$ cat src/rtl/tmr_pkg.sv
package tmr_pkg;
  localparam int DATA_W = 32;
  localparam int ADDR_W = 6;

  localparam logic [ADDR_W-1:0] OFF_CMP   = 6'h00;
  localparam logic [ADDR_W-1:0] OFF_CNT   = 6'h04;
  localparam logic [ADDR_W-1:0] OFF_CTRL  = 6'h08;
  localparam logic [ADDR_W-1:0] OFF_CLR   = 6'h0C;
  localparam logic [ADDR_W-1:0] OFF_STAT  = 6'h10;
  localparam logic [ADDR_W-1:0] OFF_FREE  = 6'h14;
  localparam logic [ADDR_W-1:0] OFF_DIV   = 6'h18;

  localparam int CTRL_RUN_BIT  = 0;
  localparam int CTRL_AUTO_BIT = 1;
  localparam int STAT_PEND_BIT = 10;

  typedef struct packed {
    logic auto_rst;
    logic run;
  } tmr_ctrl_t;
endpackage

$ cat src/rtl/tmr_edge_sync.sv
module tmr_edge_sync #(
  parameter int STAGES = 2
) (
  input  logic clk,
  input  logic rst_n,
  input  logic async_i,
  output logic tick_o
);
  // chain[0..STAGES-1] synchronize, chain[STAGES] holds the previous level
  logic [STAGES:0] chain;

  always_ff @(posedge clk or negedge rst_n) begin
    if (!rst_n) chain[0] <= 1'b0;
    else        chain[0] <= async_i;
  end

  for (genvar i = 1; i <= STAGES; i++) begin : g_stage
    always_ff @(posedge clk or negedge rst_n) begin
      if (!rst_n) chain[i] <= 1'b0;
      else        chain[i] <= chain[i-1];
    end
  end

  assign tick_o = chain[STAGES-1] & ~chain[STAGES];
endmodule

$ cat src/rtl/tmr_evt_core.sv
module tmr_evt_core #(
  parameter int CNT_W = 32
) (
  input  logic             clk,
  input  logic             rst_n,
  input  logic             tick_i,
  input  logic             run_i,
  input  logic             auto_i,
  input  logic [CNT_W-1:0] cmp_i,
  input  logic             clr_req_i,
  output logic [CNT_W-1:0] count_o,
  output logic             pend_o,
  output logic             irq_o
);
  logic [CNT_W-1:0] cnt_q;
  logic             pend_q;
  logic             irq_q;
  logic             at_cmp;
  logic [CNT_W-1:0] cnt_inc;
  logic             restart;
  logic             advance;

  assign at_cmp  = (cnt_q == cmp_i);
  assign cnt_inc = cnt_q + CNT_W'(1);
  assign restart = auto_i && at_cmp;
  assign advance = tick_i && !pend_q && run_i;

  always_ff @(posedge clk or negedge rst_n) begin
    if (!rst_n) begin
      cnt_q  <= '0;
      pend_q <= 1'b0;
      irq_q  <= 1'b0;
    end else begin
      // a new clear request wins over retiring an older one
      if (clr_req_i)   pend_q <= 1'b1;
      else if (tick_i) pend_q <= 1'b0;

      if (tick_i && pend_q)  cnt_q <= '0;
      else if (advance)      cnt_q <= restart ? '0 : cnt_inc;

      irq_q <= advance && !restart && (cnt_inc == cmp_i);
    end
  end

  assign count_o = cnt_q;
  assign pend_o  = pend_q;
  assign irq_o   = irq_q;
endmodule

$ cat src/rtl/tmr_free_ctr.sv
module tmr_free_ctr #(
  parameter int CNT_W = 32,
  parameter int DIV_W = 2
) (
  input  logic             clk,
  input  logic             rst_n,
  input  logic             tick_i,
  input  logic [DIV_W-1:0] div_i,
  input  logic             div_wr_i,
  output logic [CNT_W-1:0] count_o
);
  logic [DIV_W-1:0] pre_q;
  logic [CNT_W-1:0] cnt_q;

  always_ff @(posedge clk or negedge rst_n) begin
    if (!rst_n) begin
      pre_q <= '0;
      cnt_q <= '0;
    end else if (div_wr_i) begin
      pre_q <= '0;
    end else if (tick_i) begin
      if (pre_q >= div_i) begin
        pre_q <= '0;
        cnt_q <= cnt_q + CNT_W'(1);
      end else begin
        pre_q <= pre_q + DIV_W'(1);
      end
    end
  end

  assign count_o = cnt_q;
endmodule

$ cat src/rtl/tmr_regs.sv
module tmr_regs
  import tmr_pkg::*;
#(
  parameter int CNT_W = 32,
  parameter int DIV_W = 2
) (
  input  logic              clk,
  input  logic              rst_n,
  input  logic              req_valid_i,
  input  logic              req_we_i,
  input  logic [ADDR_W-1:0] req_addr_i,
  input  logic [DATA_W-1:0] req_wdata_i,
  output logic              rsp_valid_o,
  output logic [DATA_W-1:0] rsp_rdata_o,
  input  logic [CNT_W-1:0]  evt_count_i,
  input  logic              pend_i,
  input  logic [CNT_W-1:0]  free_count_i,
  output tmr_ctrl_t         ctrl_o,
  output logic [CNT_W-1:0]  cmp_o,
  output logic              clr_req_o,
  output logic [DIV_W-1:0]  div_o,
  output logic              div_wr_o
);
  tmr_ctrl_t         ctrl_q;
  logic [CNT_W-1:0]  cmp_q;
  logic [DIV_W-1:0]  div_q;
  logic              wr, rd;
  logic [DATA_W-1:0] rd_mux;
  logic              rvalid_q;
  logic [DATA_W-1:0] rdata_q;

  assign wr = req_valid_i && req_we_i;
  assign rd = req_valid_i && !req_we_i;

  always_ff @(posedge clk or negedge rst_n) begin
    if (!rst_n) begin
      ctrl_q <= '0;
      cmp_q  <= '0;
      div_q  <= '0;
    end else if (wr) begin
      case (req_addr_i)
        OFF_CMP:  cmp_q <= req_wdata_i[CNT_W-1:0];
        OFF_CTRL: begin
          ctrl_q.run      <= req_wdata_i[CTRL_RUN_BIT];
          ctrl_q.auto_rst <= req_wdata_i[CTRL_AUTO_BIT];
        end
        OFF_DIV:  div_q <= req_wdata_i[DIV_W-1:0];
        default:  ;
      endcase
    end
  end

  always_comb begin
    rd_mux = '0;
    case (req_addr_i)
      OFF_CMP:  rd_mux = DATA_W'(cmp_q);
      OFF_CNT:  rd_mux = DATA_W'(evt_count_i);
      OFF_CTRL: begin
        rd_mux[CTRL_RUN_BIT]  = ctrl_q.run;
        rd_mux[CTRL_AUTO_BIT] = ctrl_q.auto_rst;
      end
      OFF_STAT: rd_mux[STAT_PEND_BIT] = pend_i;
      OFF_FREE: rd_mux = DATA_W'(free_count_i);
      OFF_DIV:  rd_mux = DATA_W'(div_q);
      default:  rd_mux = '0;
    endcase
  end

  always_ff @(posedge clk or negedge rst_n) begin
    if (!rst_n) begin
      rvalid_q <= 1'b0;
      rdata_q  <= '0;
    end else begin
      rvalid_q <= rd;
      if (rd) rdata_q <= rd_mux;
    end
  end

  assign rsp_valid_o = rvalid_q;
  assign rsp_rdata_o = rdata_q;
  assign ctrl_o      = ctrl_q;
  assign cmp_o       = cmp_q;
  assign div_o       = div_q;
  assign clr_req_o   = wr && (req_addr_i == OFF_CLR);
  assign div_wr_o    = wr && (req_addr_i == OFF_DIV);
endmodule

$ cat src/rtl/evt_match_timer.sv
module evt_match_timer
  import tmr_pkg::*;
#(
  parameter int CNT_W       = 32,
  parameter int DIV_W       = 2,
  parameter int SYNC_STAGES = 2
) (
  input  logic              clk,
  input  logic              rst_n,
  input  logic              tmr_clk_i,
  input  logic              req_valid_i,
  output logic              req_ready_o,
  input  logic              req_we_i,
  input  logic [ADDR_W-1:0] req_addr_i,
  input  logic [DATA_W-1:0] req_wdata_i,
  output logic              rsp_valid_o,
  output logic [DATA_W-1:0] rsp_rdata_o,
  output logic              irq_o
);
  logic             tick;
  tmr_ctrl_t        ctrl;
  logic [CNT_W-1:0] cmp;
  logic             clr_req;
  logic [DIV_W-1:0] div;
  logic             div_wr;
  logic [CNT_W-1:0] ev_count;
  logic             pend;
  logic [CNT_W-1:0] free_count;
  logic             run_q;

  assign req_ready_o = 1'b1;
  assign run_q       = ctrl.run;

  tmr_edge_sync #(.STAGES(SYNC_STAGES)) u_sync (
    .clk(clk), .rst_n(rst_n), .async_i(tmr_clk_i), .tick_o(tick)
  );

  tmr_regs #(.CNT_W(CNT_W), .DIV_W(DIV_W)) u_regs (
    .clk(clk), .rst_n(rst_n),
    .req_valid_i(req_valid_i), .req_we_i(req_we_i),
    .req_addr_i(req_addr_i), .req_wdata_i(req_wdata_i),
    .rsp_valid_o(rsp_valid_o), .rsp_rdata_o(rsp_rdata_o),
    .evt_count_i(ev_count), .pend_i(pend), .free_count_i(free_count),
    .ctrl_o(ctrl), .cmp_o(cmp), .clr_req_o(clr_req),
    .div_o(div), .div_wr_o(div_wr)
  );

  tmr_evt_core #(.CNT_W(CNT_W)) u_evt (
    .clk(clk), .rst_n(rst_n), .tick_i(tick),
    .run_i(ctrl.run), .auto_i(ctrl.auto_rst), .cmp_i(cmp),
    .clr_req_i(clr_req), .count_o(ev_count), .pend_o(pend), .irq_o(irq_o)
  );

  tmr_free_ctr #(.CNT_W(CNT_W), .DIV_W(DIV_W)) u_free (
    .clk(clk), .rst_n(rst_n), .tick_i(tick),
    .div_i(div), .div_wr_i(div_wr), .count_o(free_count)
  );
endmodule

$ cat config.mk
export PLATFORM = sky130hd
export DESIGN_NAME = evt_match_timer
export DESIGN_NICKNAME = d
export VERILOG_FILES = /design/src/rtl/tmr_pkg.sv /design/src/rtl/tmr_edge_sync.sv /design/src/rtl/tmr_evt_core.sv /design/src/rtl/tmr_free_ctr.sv /design/src/rtl/tmr_regs.sv /design/src/rtl/evt_match_timer.sv
export SDC_FILE = /design/constraint.sdc
export NUM_CORES = 1
export LEC_CHECK = 0
export BUFFER_PORTS_ARGS = -buffer_cell sky130_fd_sc_hd__buf_4
export CAP_MARGIN = 15
export CORE_ASPECT_RATIO = 0.5
export CORE_MARGIN = 2
export CORE_UTILIZATION = 31
export CTS_CLUSTER_SIZE = 28
export DETAILED_ROUTE_END_ITERATION = 8
export GPL_TIMING_DRIVEN = 0
export PLACE_DENSITY_LB_ADDON = 0.05
export SYNTH_ARGS = -nofsm -noshare
export SYNTH_HDL_FRONTEND = slang
export SYNTH_SLANG_ARGS = --single-unit
$ cat constraint.sdc
create_clock -name clk -period 4.04 [get_ports clk]
set_clock_uncertainty 0.15 [all_clocks]
set_input_delay 0.404 -clock clk [delete_from_list [all_inputs] [get_ports clk]]
set_output_delay 0.404 -clock clk [all_outputs]
set_load 0.02 [all_outputs]
After elaboration in Yosys (flattened, before gate mapping)
Index checks and enable logic that the tools add are counted.
{ "word_totals": {"in_bits": 43, "ff_bits": 140, "elab_cells": 62, "out_inout_bits": 35} }
{ "op_classes": {"reduce_logical": 21, "add_sub_neg": 3, "magnitude_cmp": 1, "eq_ne": 8, "bitwise": 3, "muxes": 12} }
{ "ops": {"columns": ["operator", "n"], "rows": [
  ["32-bit two-way mux", 3],
  ["32-bit by 1-bit adder with 32-bit output (second input constant)", 2],
  ["32-bit == test", 2],
  ["21-bit case mux with 3 select lines", 1],
  ["8-bit case mux with 3 select lines", 1],
  ["6-bit by 5-bit == test with 1-bit output (second input constant)", 3],
  ["6-bit by 4-bit == test with 1-bit output (second input constant)", 2],
  ["1-bit logical AND", 10],
  ["2-bit case mux with 5 select lines", 1],
  ["6-bit by 3-bit == test with 1-bit output (second input constant)", 1],
  ["6-bit zero test", 1],
  ["2-bit two-way mux", 3],
  ["2-bit AND reduction", 3],
  ["2-bit nonzero test", 3],
  ["1-bit case mux with 4 select lines", 1],
  ["1-bit zero test", 3],
  ["3-bit AND reduction", 1],
  ["2-bit by 1-bit adder with 2-bit output (second input constant)", 1],
  ["2-bit >= comparator", 1],
  ["1-bit two-way mux", 2],
  ["1-bit inverter", 2],
  ["1-bit AND", 1]
]} }

Logic depth before layout (Yosys ltp)
{ "logic_depth": {"ltp_word": 6, "depth_mapped": 11, "mapped_depth_nobuf": 9} }

Modules after synthesis
From an unflattened synthesis, not the netlist that was laid out.
{ "unflattened": {"hier_cells": 768, "hier_area_um2": 8275.4} }
{ "by_module_without_submodules": {"columns": ["mod", "seq_area_each_um2", "area_per_inst_um2", "cells_each", "n_inst"], "rows": [
  ["tmr_regs", 1726.7, 3424.5, 246, 1],
  ["tmr_evt_core", 850.8, 2955.3, 353, 1],
  ["tmr_free_ctr", 850.8, 1795.5, 163, 1],
  ["tmr_edge_sync", 75.1, 88.8, 4, 1],
  ["evt_match_timer", 0.0, 11.3, 2, 1]
]} }

Least setup slack after synthesis
Ideal clock, no wire load.
{ "synth_timing": {"kind": "reg-to-reg", "start": "register u_evt.cnt_q[21], in the netlist u_evt.count_o[21]", "end": "register u_evt.cnt_q[10], in the netlist u_evt.count_o[10]", "path_slack_ps": 1450, "path_buffers": 3, "required_ps": 3769, "stages_incl_launch_ff": 11, "synth_period_minus_slack_ps": 2590, "setup_ps": 121, "arrival_time_ps": 2319, "path_cell_list": "dfrtp_1 buf_6 xor2_1 or4_1 nor4_1 nand4_1 and2_1 buf_6 buf_6 a21o_1 a22o_1"} }
{ "synth_between": {"elab_chain_len": 5} }
{ "synth_rtl": {"columns": ["item", "line_no", "text"], "rows": [
  ["start: declaration", "tmr_evt_core.sv:15", "logic [CNT_W-1:0] cnt_q;"],
  ["start signal: assignment", "tmr_evt_core.sv:39", "else if (advance) cnt_q <= restart ? '0 : cnt_inc;"],
  ["32-bit == test", "tmr_evt_core.sv:23", "assign at_cmp = (cnt_q == cmp_i);"],
  ["1-bit logical AND", "tmr_evt_core.sv:25", "assign restart = auto_i && at_cmp;"],
  ["32-bit two-way mux (2 in a row)", "tmr_evt_core.sv:39", null],
  ["32-bit two-way mux", "tmr_evt_core.sv:38", "if (tick_i && pend_q) cnt_q <= '0;"]
]} }
Every way passes these cells. The select of a mux whose other input is x is not followed.
A chain may end at the register's enable or synchronous reset.

Worst setup path in the final report
{ "layout_timing": {"start": "register u_evt.cnt_q[11], in the netlist u_evt.count_o[11]", "end": "register u_evt.cnt_q[19], in the netlist u_evt.count_o[19]"} }
{ "layout_between": {"elab_chain_len": 5, "word_cells_on_any_way": 6, "cone_classes": "add/sub (1); eq/ne (1); mux (3); reduce/logical (1)"} }
{ "layout_rtl": {"columns": ["item", "line_no"], "rows": [
  ["parallel branches: the longest is 2 deep, another holds 32-bit by 1-bit adder with 32-bit output", null],
  ["32-bit two-way mux * (2 in a row)", "tmr_evt_core.sv:39"],
  ["32-bit two-way mux *", "tmr_evt_core.sv:38"]
]} }
Mark *: on every way between the ends. The select of a mux whose other input is x is not followed.

==> results.py <==
metrics = {
    "die": {
        "io_pins": 78,
        "start_util": 0.319,
        "core_area_sq_um": 24300,
        "die-area_sq_um": 26400,
        "die_h_um": 116,
        "rows": 40,
        "die_w_um": 228,
    },
    "yosys": {
        "synthAdderAreaFrac": 0.00645,
        "syn_avg_cell_area_sq_um": 9.58,
        "synth_compound_area_frac": 0.116,
        "seq_area_frac_synth": 0.452,
        "synth_seq_cells": 140,
        "ys_async_sr_fraction": 1.00,
        "synth_ff_type": "dfrtp_1",
        "netlist_area_sq_um": 7750,
        "ys_warn_count": 0,
        "synth_xor_area_frac": 0.0971,
        "synth.distinct_cells": 55,
        "syn_inst": 809,
        "synth_mux_area_frac": 0.103,
        "synth_nets": 856,
        "synth-simple-area-share": 0.181,
        "synth_top_family_by_area": "simple AND/OR/NAND/NOR gates",
        "synth_enable_flop_cells": 0,
    },
    "placement": {
        "dp_hpwl_um": 18200,
        "place_congestion": 0.859,
        "port_buffers": 76,
        "place_ws_ps": 791,
        "dp.cells": 1222,
    },
    "layout": {
        "drive_above_1_share": 0.198,
        "syn_to_final_growth_pct": 21.0,
        "regArea_sq_um": 3500,
        "nFillCells": 2449,
        "final_common_cell": "dfrtp_1",
        "finalNetCount": 954,
        "layout_common_cells": "dfrtp_1 (140), nor2_1 (99), a21oi_1 (78), buf_4 (78), xnor2_1 (44)",
        "multiInputGateArea_sq_um": 3910,
        "diodes": 0,
        "fin_cells": 1256,
    },
    "clock_network": {
        "cts.sinks": 140,
        "clk_pin_slew_worst_paths_ps": 60,
        "cts_tree": "done",
        "htreeDepth": 4,
        "root_buffer": "clkbuf_16",
        "numCtsBuffers": 17,
        "cts_setup_buffers": 0,
        "clk_latency_ps": 450,
        "clockBufferDepth": 2,
    },
    "drt": {
        "drc": 0,
        "dr.pass1.iters": 5,
        "via_count": 6361,
        "wirelength_um": 24500,
        "wl_per_cell_um": 19.5,
        "drt_iter0_markers": 467,
        "via_per_inst": 5.06,
        "ant_nets": 0,
    },
    "sta": {
        "setup_tns_ps": 0,
        "setup_violations": 0,
        "final.setup.worst_slack_ps": 737,
        "period_minus_slack_ps": 3300,
        "final.period_utilization": 0.817,
        "drv_slew": 0,
        "rsz0062_at_grt": "no",
        "maxClockFrequency_mhz": 303,
        "max_slew_margin": 0.363,
        "hold_violations": 0,
        "tightest_slew_ps": 956,
    },
    "setup_path": {
        "startpoint_type": "flop",
        "crit_arrival_ps": 3500,
        "cp.required_ps": 4230,
        "path_max_fanout": 10,
        "cp-startpoint": "u_evt.count_o[11]",
        "setup.worst_path.class": "flop to flop",
        "worstSetupEndpointType": "flop",
        "rr_startpoint": "u_evt.count_o[11]",
    },
    "grt": {
        "grt_pass1_vias": 6288,
        "antenna_found_initial": 0,
        "grt_max_degree": 79,
        "grt_pass1_wl_um": 38300,
        "track_usage": 0.200,
        "grt-ovfl-total": 0,
    },
    "run_status": {
        "outcome": "complete, no violations",
    },
    "pwr": {
        "peakVddDrop_mv": 0.246,
        "p_total_uw": 3780,
        "leakage_uw": 0.00423,
        "power.density_nw_per_um2": 402,
    },
    "min_path": {
        "hold_path.class": "input port to flop",
        "min_from": "req_wdata_i[24]",
    },
    "job": {
        "maxCapViolations": 0,
    },
}
## metrics by stage
stage          utilization  hold WS (ps)  instance area (sq um)
2_1_floorplan            -         -41.6                   7750
3_3_place_gp         0.360           183                   8740
3_5_place_dp         0.362           187                   8780
4_1_cts              0.387          15.0                   9380
5_1_grt              0.387          23.6                   9380
6_report             0.387          29.9                   9380
## final timing paths
kind,to,slack [ps],depth (start not counted)
setup / recovery,u_evt.count_o[19],740,8
hold / removal,u_regs.cmp_o[24],30,2
setup reg to reg,u_evt.count_o[19],740,8
hold reg to reg,u_sync.chain[1],200,0
max in group asynchronous,u_regs.cmp_o[7],2540,3
min in group asynchronous,u_regs.rsp_rdata_o[28],370,2
## cell usage after synthesis, types with 6 or more instances
master / n / area, sq um
and2_1: 6 / 37.5
o21ai_0: 21 / 105
inv_1: 17 / 63.8
nor3b_1: 6 / 45.0
a22o_1: 12 / 105
a21o_1: 16 / 120
and3_1: 9 / 56.3
nand4_1: 26 / 163
buf_2: 16 / 80.1
mux2_2: 39 / 439
nor4_1: 11 / 68.8
nor2_1: 99 / 372
and4_1: 8 / 70.1
nor3_1: 19 / 95.1
clkbuf_1: 26 / 97.6
dfrtp_1: 140 / 3500
buf_1: 6 / 22.5
xor2_1: 42 / 368
nand3_1: 29 / 145
or3_1: 7 / 43.8
nand2_1: 42 / 158
xnor2_1: 44 / 385
mux2i_1: 34 / 340
a21oi_1: 78 / 390
## cell families after synthesis
family / Yosys count
muxes: 74
AOI/OAI and AO/OA: 150
other: 1
and+or+nand+nor: 281
DFF: 140
buffers and inverters: 73
xor gates and xnor gates: 86
adders and majority gates: 4
## state kept, by name, summed over array words and instances (netlist names), 2 cells and up
name / count
u_sync.chain: 3
u_regs.ctrl_o: 2
u_free.count_o: 32
u_regs.div_o: 2
u_regs.rsp_rdata_o: 32
u_evt.count_o: 32
u_regs.cmp_o: 32
u_free.pre_q: 2
## layer usage
metal  GRT usage  routed length [um]
met1       0.314               13300
met2       0.268                9850
met3      0.0396                1020
met4      0.0614                 311
met5           0                   0
## layout make-up
type,instances,area share
clock inverter,12,0.0128
tap,336,0.0448
timing repair buffer,79,0.0663
inverter,17,0.00680
multi-input combinational,596,0.417
buffer,56,0.0291
sequential,140,0.373
clock buffer,20,0.0497
## where the power goes
group	switching [uW]	internal (uW)	total (uW)	leakage (uW)
sequential	110	1510	1620	0.00184
combinational	320	250	570	0.00211
clock	639	948	1590	0.000283
total	1070	2710	3780	0.00423
## critical path, cell delays in order, from the launching register on
cell and delay [ps]:
dfrtp_1 450, xor2_1 260, or4_1 540, nor4_1 490, nand4_1 230, nand2_1 370, buf_2 340, o21ai_0 140
a21o_1 210
## repair_timing
| action | in CTS | in global routing |
|---|---|---|
| hold endpoints to repair | 63 | 0 |
| hold buffers | 2 | 0 |
| resized for setup | 0 | 0 |
No activity file was read; power rests on OpenSTA's default activity.
